===== src/rtl/dim_pkg.sv =====
package dim_pkg;
  typedef enum logic [2:0] {
    MD_ILV_EXPORT = 3'b000,
    MD_ILV_SELF   = 3'b001,
    MD_ILV_EXT    = 3'b010,
    MD_PICK_EARLY = 3'b100,
    MD_PICK_LATE  = 3'b101
  } mode_e;

  function automatic mode_e decode_mode(input logic [2:0] code);
    case (code)
      3'b000:  return MD_ILV_EXPORT;
      3'b001:  return MD_ILV_SELF;
      3'b010:  return MD_ILV_EXT;
      3'b101:  return MD_PICK_LATE;
      default: return MD_PICK_EARLY;
    endcase
  endfunction
endpackage


===== src/rtl/dim_phase_gen.sv =====
module dim_phase_gen
  import dim_pkg::*;
(
  input  logic  clk,
  input  logic  rst,
  input  mode_e mode,
  input  logic  div_in,
  output logic  ph_q,
  output logic  div_q
);
  logic ext_q;

  always_ff @(posedge clk) begin
    if (rst) begin
      div_q <= 1'b0;
      ext_q <= 1'b0;
    end else begin
      div_q <= ~div_q;
      ext_q <= div_in;
    end
  end

  assign ph_q = (mode == MD_ILV_SELF) ? div_q : ext_q;

  AST_DIV_TOGGLE: assert property (@(posedge clk) disable iff (rst)
    !$past(rst) |-> (div_q != $past(div_q)));
endmodule


===== src/rtl/dim_capture.sv =====
module dim_capture #(
  parameter int W = 10
) (
  input  logic         clk,
  input  logic         rst,
  input  logic         ilv,
  input  logic         ph_q,
  input  logic [W-1:0] a_in,
  input  logic [W-1:0] b_in,
  output logic [W-1:0] ia,
  output logic [W-1:0] ib
);
  logic [W-1:0] ra, rb;
  logic         take;

  assign take = !ilv || !ph_q;

  always_ff @(posedge clk) begin
    if (rst) begin
      ra <= '0;
      rb <= '0;
      ia <= '0;
      ib <= '0;
    end else begin
      ra <= a_in;
      rb <= b_in;
      if (take) begin
        ia <= ra;
        ib <= rb;
      end
    end
  end
endmodule


===== src/rtl/dim_out_stage.sv =====
module dim_out_stage #(
  parameter int W = 10
) (
  input  logic         clk,
  input  logic         rst,
  input  logic         ilv,
  input  logic         late_pick,
  input  logic         ph_q,
  input  logic         pick,
  input  logic [W-1:0] ia,
  input  logic [W-1:0] ib,
  output logic [W-1:0] dac_q
);
  logic ph2, s1, s2, choose_b, rst_d;

  always_comb begin
    if (ilv)            choose_b = ph2;
    else if (late_pick) choose_b = s1;
    else                choose_b = s2;
  end

  always_ff @(posedge clk) begin
    rst_d <= rst;
    if (rst) begin
      ph2   <= 1'b0;
      s1    <= 1'b0;
      s2    <= 1'b0;
      dac_q <= '0;
    end else begin
      ph2   <= ph_q;
      s1    <= pick;
      s2    <= s1;
      dac_q <= choose_b ? ib : ia;
    end
  end

  always @(negedge clk) begin
    if (rst_d === 1'b1) begin
      AST_RESET_ZERO: assert (dac_q == '0);
    end
  end
endmodule


===== src/rtl/dac_interleave_mux.sv =====
module dac_interleave_mux
  import dim_pkg::*;
#(
  parameter int W = 10
) (
  input  logic         clk,
  input  logic         rst_in,
  input  logic         rst_pol,
  input  logic [2:0]   mode_sel,
  input  logic         div_in,
  input  logic         pick_b,
  input  logic [W-1:0] a_data,
  input  logic [W-1:0] b_data,
  output logic [W-1:0] dac_word,
  output logic         div_out,
  output logic         div_out_en
);
  localparam int AGE_MAX = 5;

  mode_e        mode;
  logic         rst, ilv, late_pick, ph_q, div_q;
  logic [W-1:0] ia, ib;
  logic [2:0]   age;

  assign rst       = rst_pol ? ~rst_in : rst_in;
  assign mode      = decode_mode(mode_sel);
  assign ilv       = (mode == MD_ILV_EXPORT) || (mode == MD_ILV_SELF) || (mode == MD_ILV_EXT);
  assign late_pick = (mode == MD_PICK_LATE);

  assign div_out_en = (mode == MD_ILV_EXPORT);
  assign div_out    = div_out_en & div_q;

  dim_phase_gen u_phase (
    .clk(clk), .rst(rst), .mode(mode), .div_in(div_in),
    .ph_q(ph_q), .div_q(div_q)
  );

  dim_capture #(.W(W)) u_cap (
    .clk(clk), .rst(rst), .ilv(ilv), .ph_q(ph_q),
    .a_in(a_data), .b_in(b_data), .ia(ia), .ib(ib)
  );

  dim_out_stage #(.W(W)) u_out (
    .clk(clk), .rst(rst), .ilv(ilv), .late_pick(late_pick), .ph_q(ph_q),
    .pick(pick_b), .ia(ia), .ib(ib), .dac_q(dac_word)
  );

  always_ff @(posedge clk) begin
    if (rst)                 age <= '0;
    else if (age != AGE_MAX) age <= age + 3'd1;
  end

  AST_A_PATH: assert property (@(posedge clk) disable iff (rst)
    (age == AGE_MAX && ilv && $past(ph_q, 2) == 1'b0)
      |-> (dac_word == $past(a_data, 3)));

  AST_B_PATH: assert property (@(posedge clk) disable iff (rst)
    (age == AGE_MAX && ilv && $past(ph_q, 3) == 1'b0 && $past(ph_q, 2) == 1'b1)
      |-> (dac_word == $past(b_data, 4)));

  AST_EARLY_PICK: assert property (@(posedge clk) disable iff (rst)
    (age == AGE_MAX && mode == MD_PICK_EARLY)
      |-> (dac_word == ($past(pick_b, 3) ? $past(b_data, 3) : $past(a_data, 3))));

  AST_LATE_PICK: assert property (@(posedge clk) disable iff (rst)
    (age == AGE_MAX && mode == MD_PICK_LATE)
      |-> (dac_word == ($past(pick_b, 2) ? $past(b_data, 3) : $past(a_data, 3))));
endmodule


===== config.mk =====
export PLATFORM = sky130hd
export DESIGN_NAME = dac_interleave_mux
export DESIGN_NICKNAME = d
export VERILOG_FILES = /design/src/rtl/dim_pkg.sv /design/src/rtl/dim_phase_gen.sv /design/src/rtl/dim_capture.sv /design/src/rtl/dim_out_stage.sv /design/src/rtl/dac_interleave_mux.sv
export SDC_FILE = /design/constraint.sdc
export NUM_CORES = 1
export LEC_CHECK = 0
export ABC_AREA = 0
export ABC_CLOCK_PERIOD_IN_PS = 1100
export CAP_MARGIN = 20
export CORE_AREA = 4 4 80 89
export DETAILED_ROUTE_END_ITERATION = 12
export DIE_AREA = 0 0 84 93
export GPL_ROUTABILITY_DRIVEN = 0
export PLACE_DENSITY = 0.61
export SYNTH_ARGS = -nofsm -noshare
export SYNTH_HDL_FRONTEND = slang
export SYNTH_SLANG_ARGS = --single-unit

===== constraint.sdc =====
create_clock -name clk -period 1.1 [get_ports clk]
set_clock_uncertainty 0.05 [all_clocks]
set_input_delay 0.22 -clock clk [delete_from_list [all_inputs] [get_ports clk]]
set_output_delay 0.22 -clock clk [all_outputs]
set_load 0.03 [all_outputs]

# After elaboration in Yosys (flattened, before gate mapping)
# Index checks and enable logic that the tools add are counted.
# Widths: inputs -> output; s select.
[word_totals]
output_inout_bits = 12
elab_cells = 32
register_bits = 55
[classes]
n_bitwise = 3
n_reduce_logical = 7
eq_ne = 6
n_mux = 6
[op_table]
columns = ["cell", "count"]
rows = [
  ["$pmux 3 s4", 1],
  ["$mux 10", 1],
  ["$eq 3x1->1 const B", 2],
  ["$eq 3x2->1 const B", 2],
  ["$eq 3x3->1 const B", 2],
  ["$logic_not 3->1", 2],
  ["$mux 1", 4],
  ["$logic_or 1x1->1", 3],
  ["$logic_not 1->1", 2],
  ["$not 1->1", 2],
  ["$and 1x1->1", 1],
]

# Longest topological paths before layout
[logic_depth]
word_depth = 7
depth_mapped = 5

# Cells and area by module
# A second synthesis with hierarchy kept.
[unflattened]
hier_cells = 200
hier_area_um2 = 2193.4
[modules_own_cells]
columns = ["module", "seq_area_each_um2", "cells_each", "n_inst", "area_each_um2"]
rows = [
  ["dim_capture", 800.8, 132, 1, 1478.9],
  ["dim_out_stage", 260.2, 54, 1, 566.8],
  ["dim_phase_gen", 40.0, 6, 1, 77.6],
  ["dac_interleave_mux", 0.0, 8, 1, 70.1],
]

# Worst setup path after synthesis
# Ideal clock, no wire load.
[synth_path]
kind = "input to output"
from = "input port mode_sel[2]"
to = "output port div_out"
slack_ps = -529
t_required_ps = 830
t_arrival_ps = 1359
stages = 2
cell_sequence = "nor3_1 and2_1"
[synth_via]
elab_chain_cells = 4
[synth_lines]
columns = ["item", "line_no", "source"]
rows = [
  ["from (decl)", "dac_interleave_mux.sv:9", "input logic [2:0] mode_sel,"],
  ["$eq 3x3->1, or another cell as far along", "dim_pkg.sv:11", "case (code)"],
  ["$pmux 3 s4 *", "dim_pkg.sv:11", ""],
  ["$logic_not 3->1 *", "dac_interleave_mux.sv:30", "assign div_out_en = (mode == MD_ILV_EXPORT);"],
  ["$and 1x1->1 *", "dac_interleave_mux.sv:31", "assign div_out = div_out_en & div_q;"],
  ["to (decl)", "dac_interleave_mux.sv:15", "output logic div_out,"],
]
# Mark *: on every way between the ends. The rest lies on a longest branch, timed or not.

# Final worst setup path
[layout_path]
from = "register u_phase.div_q"
to = "output port div_out"
[layout_via]
elab_chain_cells = 1
[layout_lines]
columns = ["item", "line_no", "source"]
rows = [
  ["from (decl)", "dim_phase_gen.sv:9", "output logic div_q"],
  ["from (signal assigned)", "dim_phase_gen.sv:18", "div_q <= ~div_q;"],
  ["$and 1x1->1", "dac_interleave_mux.sv:31", ""],
]
# Every way passes these cells.

==> run_summary.xml <==
<?xml version="1.0" encoding="UTF-8"?>
<metrics>
  <group name="drt">
    <metric name="firstDrtPassIters" unit="">4</metric>
    <metric name="drtAntennaViolNets" unit="">0</metric>
    <metric name="postRouteWirelength" unit="um">3900</metric>
    <metric name="post_detailed_route_wirelength_per_cell" unit="um">12.4</metric>
    <metric name="route.detailed.drc" unit="">0</metric>
    <metric name="vias" unit="">1376</metric>
    <metric name="route.detailed.vias_per_inst" unit="">4.37</metric>
    <metric name="drtIter0Drc" unit="">83</metric>
  </group>
  <group name="global_route">
    <metric name="globalRouteMet2Util" unit="%">15.2</metric>
    <metric name="grt_pass1_wl" unit="um">6110</metric>
    <metric name="grtUsageMet1" unit="%">12.5</metric>
    <metric name="maximum_number_of_pins_on_one_net_before_global_route_repair" unit="">33</metric>
    <metric name="number_of_global_route_vias_before_repair" unit="">1269</metric>
    <metric name="grt_antenna_before_repair" unit="">0</metric>
    <metric name="grt.busiest_layer" unit="">met2</metric>
    <metric name="globalRouteMet3Util" unit="%">3.52</metric>
    <metric name="grt.overflow.total" unit="">0</metric>
    <metric name="gr_usage_total" unit="%">9.94</metric>
  </group>
  <group name="floorplanning">
    <metric name="initial_utilization" unit="%">29.6</metric>
    <metric name="die_area" unit="mm2">0.00781</metric>
    <metric name="floorplan.core_area" unit="mm2">0.00616</metric>
    <metric name="io-pin-count" unit="">40</metric>
    <metric name="die_height" unit="um">93</metric>
    <metric name="die_width" unit="um">84</metric>
    <metric name="placement_rows" unit="">30</metric>
  </group>
  <group name="critical_path">
    <metric name="worst_ep_arrival_time" unit="ns">1.01</metric>
    <metric name="crit_path_end" unit="">div_out</metric>
    <metric name="ff2ff_setup_slack" unit="ns">-0.15</metric>
    <metric name="critical_path.max_fanout" unit="">2</metric>
    <metric name="timing.rr.start" unit="">u_phase.div_q$_SDFF_PP0_</metric>
    <metric name="start_kind" unit="">flip-flop</metric>
    <metric name="worst_setup_path_class" unit="">flip-flop to output port</metric>
    <metric name="critical_path.startpoint" unit="">u_phase.div_q$_SDFF_PP0_</metric>
    <metric name="timing.rr.end" unit="">u_cap.ib[8]$_SDFFE_PP0P_</metric>
    <metric name="worstSetupEndpointType" unit="">output port</metric>
    <metric name="ff2ff_path_depth" unit="">6</metric>
    <metric name="required" unit="ns">0.83</metric>
  </group>
  <group name="logic_synthesis">
    <metric name="synth_mux_area_share" unit="%">6.04</metric>
    <metric name="synth_compound_area_share" unit="%">6.87</metric>
    <metric name="synth_top_cell_by_area" unit="">dfxtp_1</metric>
    <metric name="synth_top_family_by_area" unit="">simple AND/OR/NAND/NOR gates</metric>
    <metric name="synth.cell_area" unit="mm2">0.00182</metric>
    <metric name="syn_avg_cell_area" unit="um2">10.2</metric>
    <metric name="yosys_register_bits" unit="">55</metric>
    <metric name="synth_adder_area_share" unit="%">0</metric>
    <metric name="post_synth_and_or_nand_nor_area_fraction" unit="%">20.9</metric>
    <metric name="postSynthNetCount" unit="">206</metric>
    <metric name="synth_area_leaders" unit="">dfxtp_1, and2_1, mux2i_1, o21ai_1, nand3_1</metric>
    <metric name="synth_xor_area_share" unit="%">1.99</metric>
    <metric name="ys.warnings.count" unit="">0</metric>
    <metric name="syn_inst" unit="">178</metric>
    <metric name="post-synth-top-area-fraction" unit="%">60.4</metric>
    <metric name="post_synth_num_cell_types" unit="">20</metric>
    <metric name="synth-seq-area-share" unit="%">60.4</metric>
  </group>
  <group name="run_status">
    <metric name="outcome" unit="">finished, violations left</metric>
    <metric name="failed_checks" unit="">setup timing</metric>
  </group>
  <group name="sta">
    <metric name="fin_crit" unit="ns">1.28</metric>
    <metric name="final_critical_path_setup_slack" unit="ns">-0.179</metric>
    <metric name="fmax" unit="GHz">0.782</metric>
    <metric name="rsz0062_at_grt" unit="">true</metric>
    <metric name="slew_violations" unit="">0</metric>
    <metric name="min_period_over_period" unit="%">116</metric>
    <metric name="worst_pin_slew" unit="ns">0.359</metric>
    <metric name="timing_hold_violations_final" unit="">0</metric>
    <metric name="slew_headroom" unit="%">76.1</metric>
    <metric name="timing.final.setup_violations" unit="">23</metric>
  </group>
  <group name="clocking">
    <metric name="cts_tree" unit="">done</metric>
    <metric name="clk_pin_slew_worst_paths" unit="ns">0.09</metric>
    <metric name="ctsHoldBuffers" unit="">0</metric>
    <metric name="cts_num_sinks" unit="">55</metric>
    <metric name="tritoncts.num_buffers" unit="">5</metric>
    <metric name="insertion_delay" unit="ns">0.31</metric>
    <metric name="htree_num_levels" unit="">2</metric>
    <metric name="cts_max_path_buffers" unit="">2</metric>
    <metric name="clock_tree.root_cell" unit="">clkbuf_8</metric>
  </group>
  <group name="pwr">
    <metric name="cellPowerDensity" unit="mW/mm2">1590</metric>
    <metric name="power.ir.vdd_worst" unit="uV">596</metric>
    <metric name="power.leakage" unit="nW">1.14</metric>
  </group>
  <group name="cells_and_area">
    <metric name="design.final.nets" unit="">262</metric>
    <metric name="layout.cells.non_filler" unit="">315</metric>
    <metric name="final_common_cell" unit="">dfxtp_1</metric>
    <metric name="areaGrowthSynthToFinish" unit="%">54.6</metric>
    <metric name="final_cell_mix" unit="">dfxtp_1, and2_1, nand2_1, clkdlybuf4s50_1, nand3_2</metric>
    <metric name="antenna_cells_inserted" unit="">0</metric>
    <metric name="layout-drive-gt1-share" unit="%">34.5</metric>
  </group>
  <group name="placement">
    <metric name="hpwlAfterDp" unit="um">2260</metric>
    <metric name="dp.cells" unit="">298</metric>
    <metric name="number_of_buffer_cells_added_on_primary_ports" unit="">39</metric>
    <metric name="dp_slack" unit="ns">-0.610</metric>
  </group>
  <group name="flow_run">
    <metric name="cap_violations" unit="">0</metric>
  </group>
  <group name="worst_hold_path">
    <metric name="worst_hold_path_type" unit="">input pin to flip-flop</metric>
  </group>
</metrics>
how the worst min path moves through the flow:
stage                                 from                        to  cells past startpoint
floorplan                        a_data[0]    u_cap.ra[0]$_SDFF_PP0_                      1
global placement    u_cap.ra[8]$_SDFF_PP0_  u_cap.ia[8]$_SDFFE_PP0P_                      2
detailed placement  u_cap.rb[2]$_SDFF_PP0_  u_cap.ib[2]$_SDFFE_PP0P_                      2
CTS                            mode_sel[1]      u_out.ph2$_SDFF_PP0_                      5
global route                   mode_sel[2]      u_out.ph2$_SDFF_PP0_                      5
finish                         mode_sel[2]      u_out.ph2$_SDFF_PP0_                      5
through the flow:
step	hold WS, ns	util [%]	TNS (ns)	power (mW)	cell area [um2]
final	0.246	45.8	-2.60	4.49	2820
after global routing	0.286	45.8	-4.24	4.68	2820
after CTS	0.219	42.8	-2.15	4.44	2640
after detailed placement	0.382	38.3	-25.98	2.81	2360
after global placement	0.381	38.3	-24.81	2.80	2360
after floorplan	0.292	-	-0.000764	2.55	1840
repair_timing:
action	4_1_cts	5_1_grt
resized for setup	30	44
setup endpoints to repair	52	40
gates cloned	2	3
buffers inserted	4	2
pin swaps	4	11
area by class of cell:
type	count	area, um2
Fill cell	605	3340
Clock buffer	6	72.6
Sequential cell	55	1100
Multi-Input combinational cell	112	813
Tap cell	80	100
Timing Repair Buffer	60	666
Clock inverter	2	60.1
cells by family after synthesis:
kind of cell / count (synthesis)
compound gates: 23
xor+xnor: 2
buf+inv: 11
flops: 55
mux: 11
simple gates: 76
registers in the layout, indices dropped and copies added, names as in the netlist:
signal and count:
u_out.s1 1, u_cap.rb 10, u_cap.ib 10, u_out.ph2 1, u_out.s2 1, u_phase.div_q 1
u_out.dac_q 10, u_cap.ra 10, u_cap.ia 10, u_phase.ext_q 1
routing by layer:
layer  part of all wire (%)  wire [um]
met1                     45       1770
met2                     47       1840
met3                    5.3        208
met4                    2.2         86
met5                      0          0
synthesized netlist by cell type, drive strengths merged:
master,instances
xor2,1
nand3b,1
mux2i,11
buf,7
and2,24
nor2,5
o21ai,21
nand2,23
o211ai,1
nor3,1
nand2b,1
a21o,1
dfxtp,55
clkbuf,4
nand3,20
xnor2,1
nor3b,1
where the power goes:
| group | leakage (nW) | switching (mW) | internal (mW) |
|---|---|---|---|
| Clock | 0.0654 | 0.627 | 0.909 |
| Sequential | 0.455 | 0.0540 | 2.15 |
| Combinational | 0.625 | 0.345 | 0.411 |
| Total | 1.14 | 1.03 | 3.47 |
worst max-delay path, cell delays in order (launching register included):
cell,delay (ns)
dfxtp_2,0.33
buf_6,0.10
and2_4,0.14
buf_6,0.13
(Power assumes the default switching activity.)
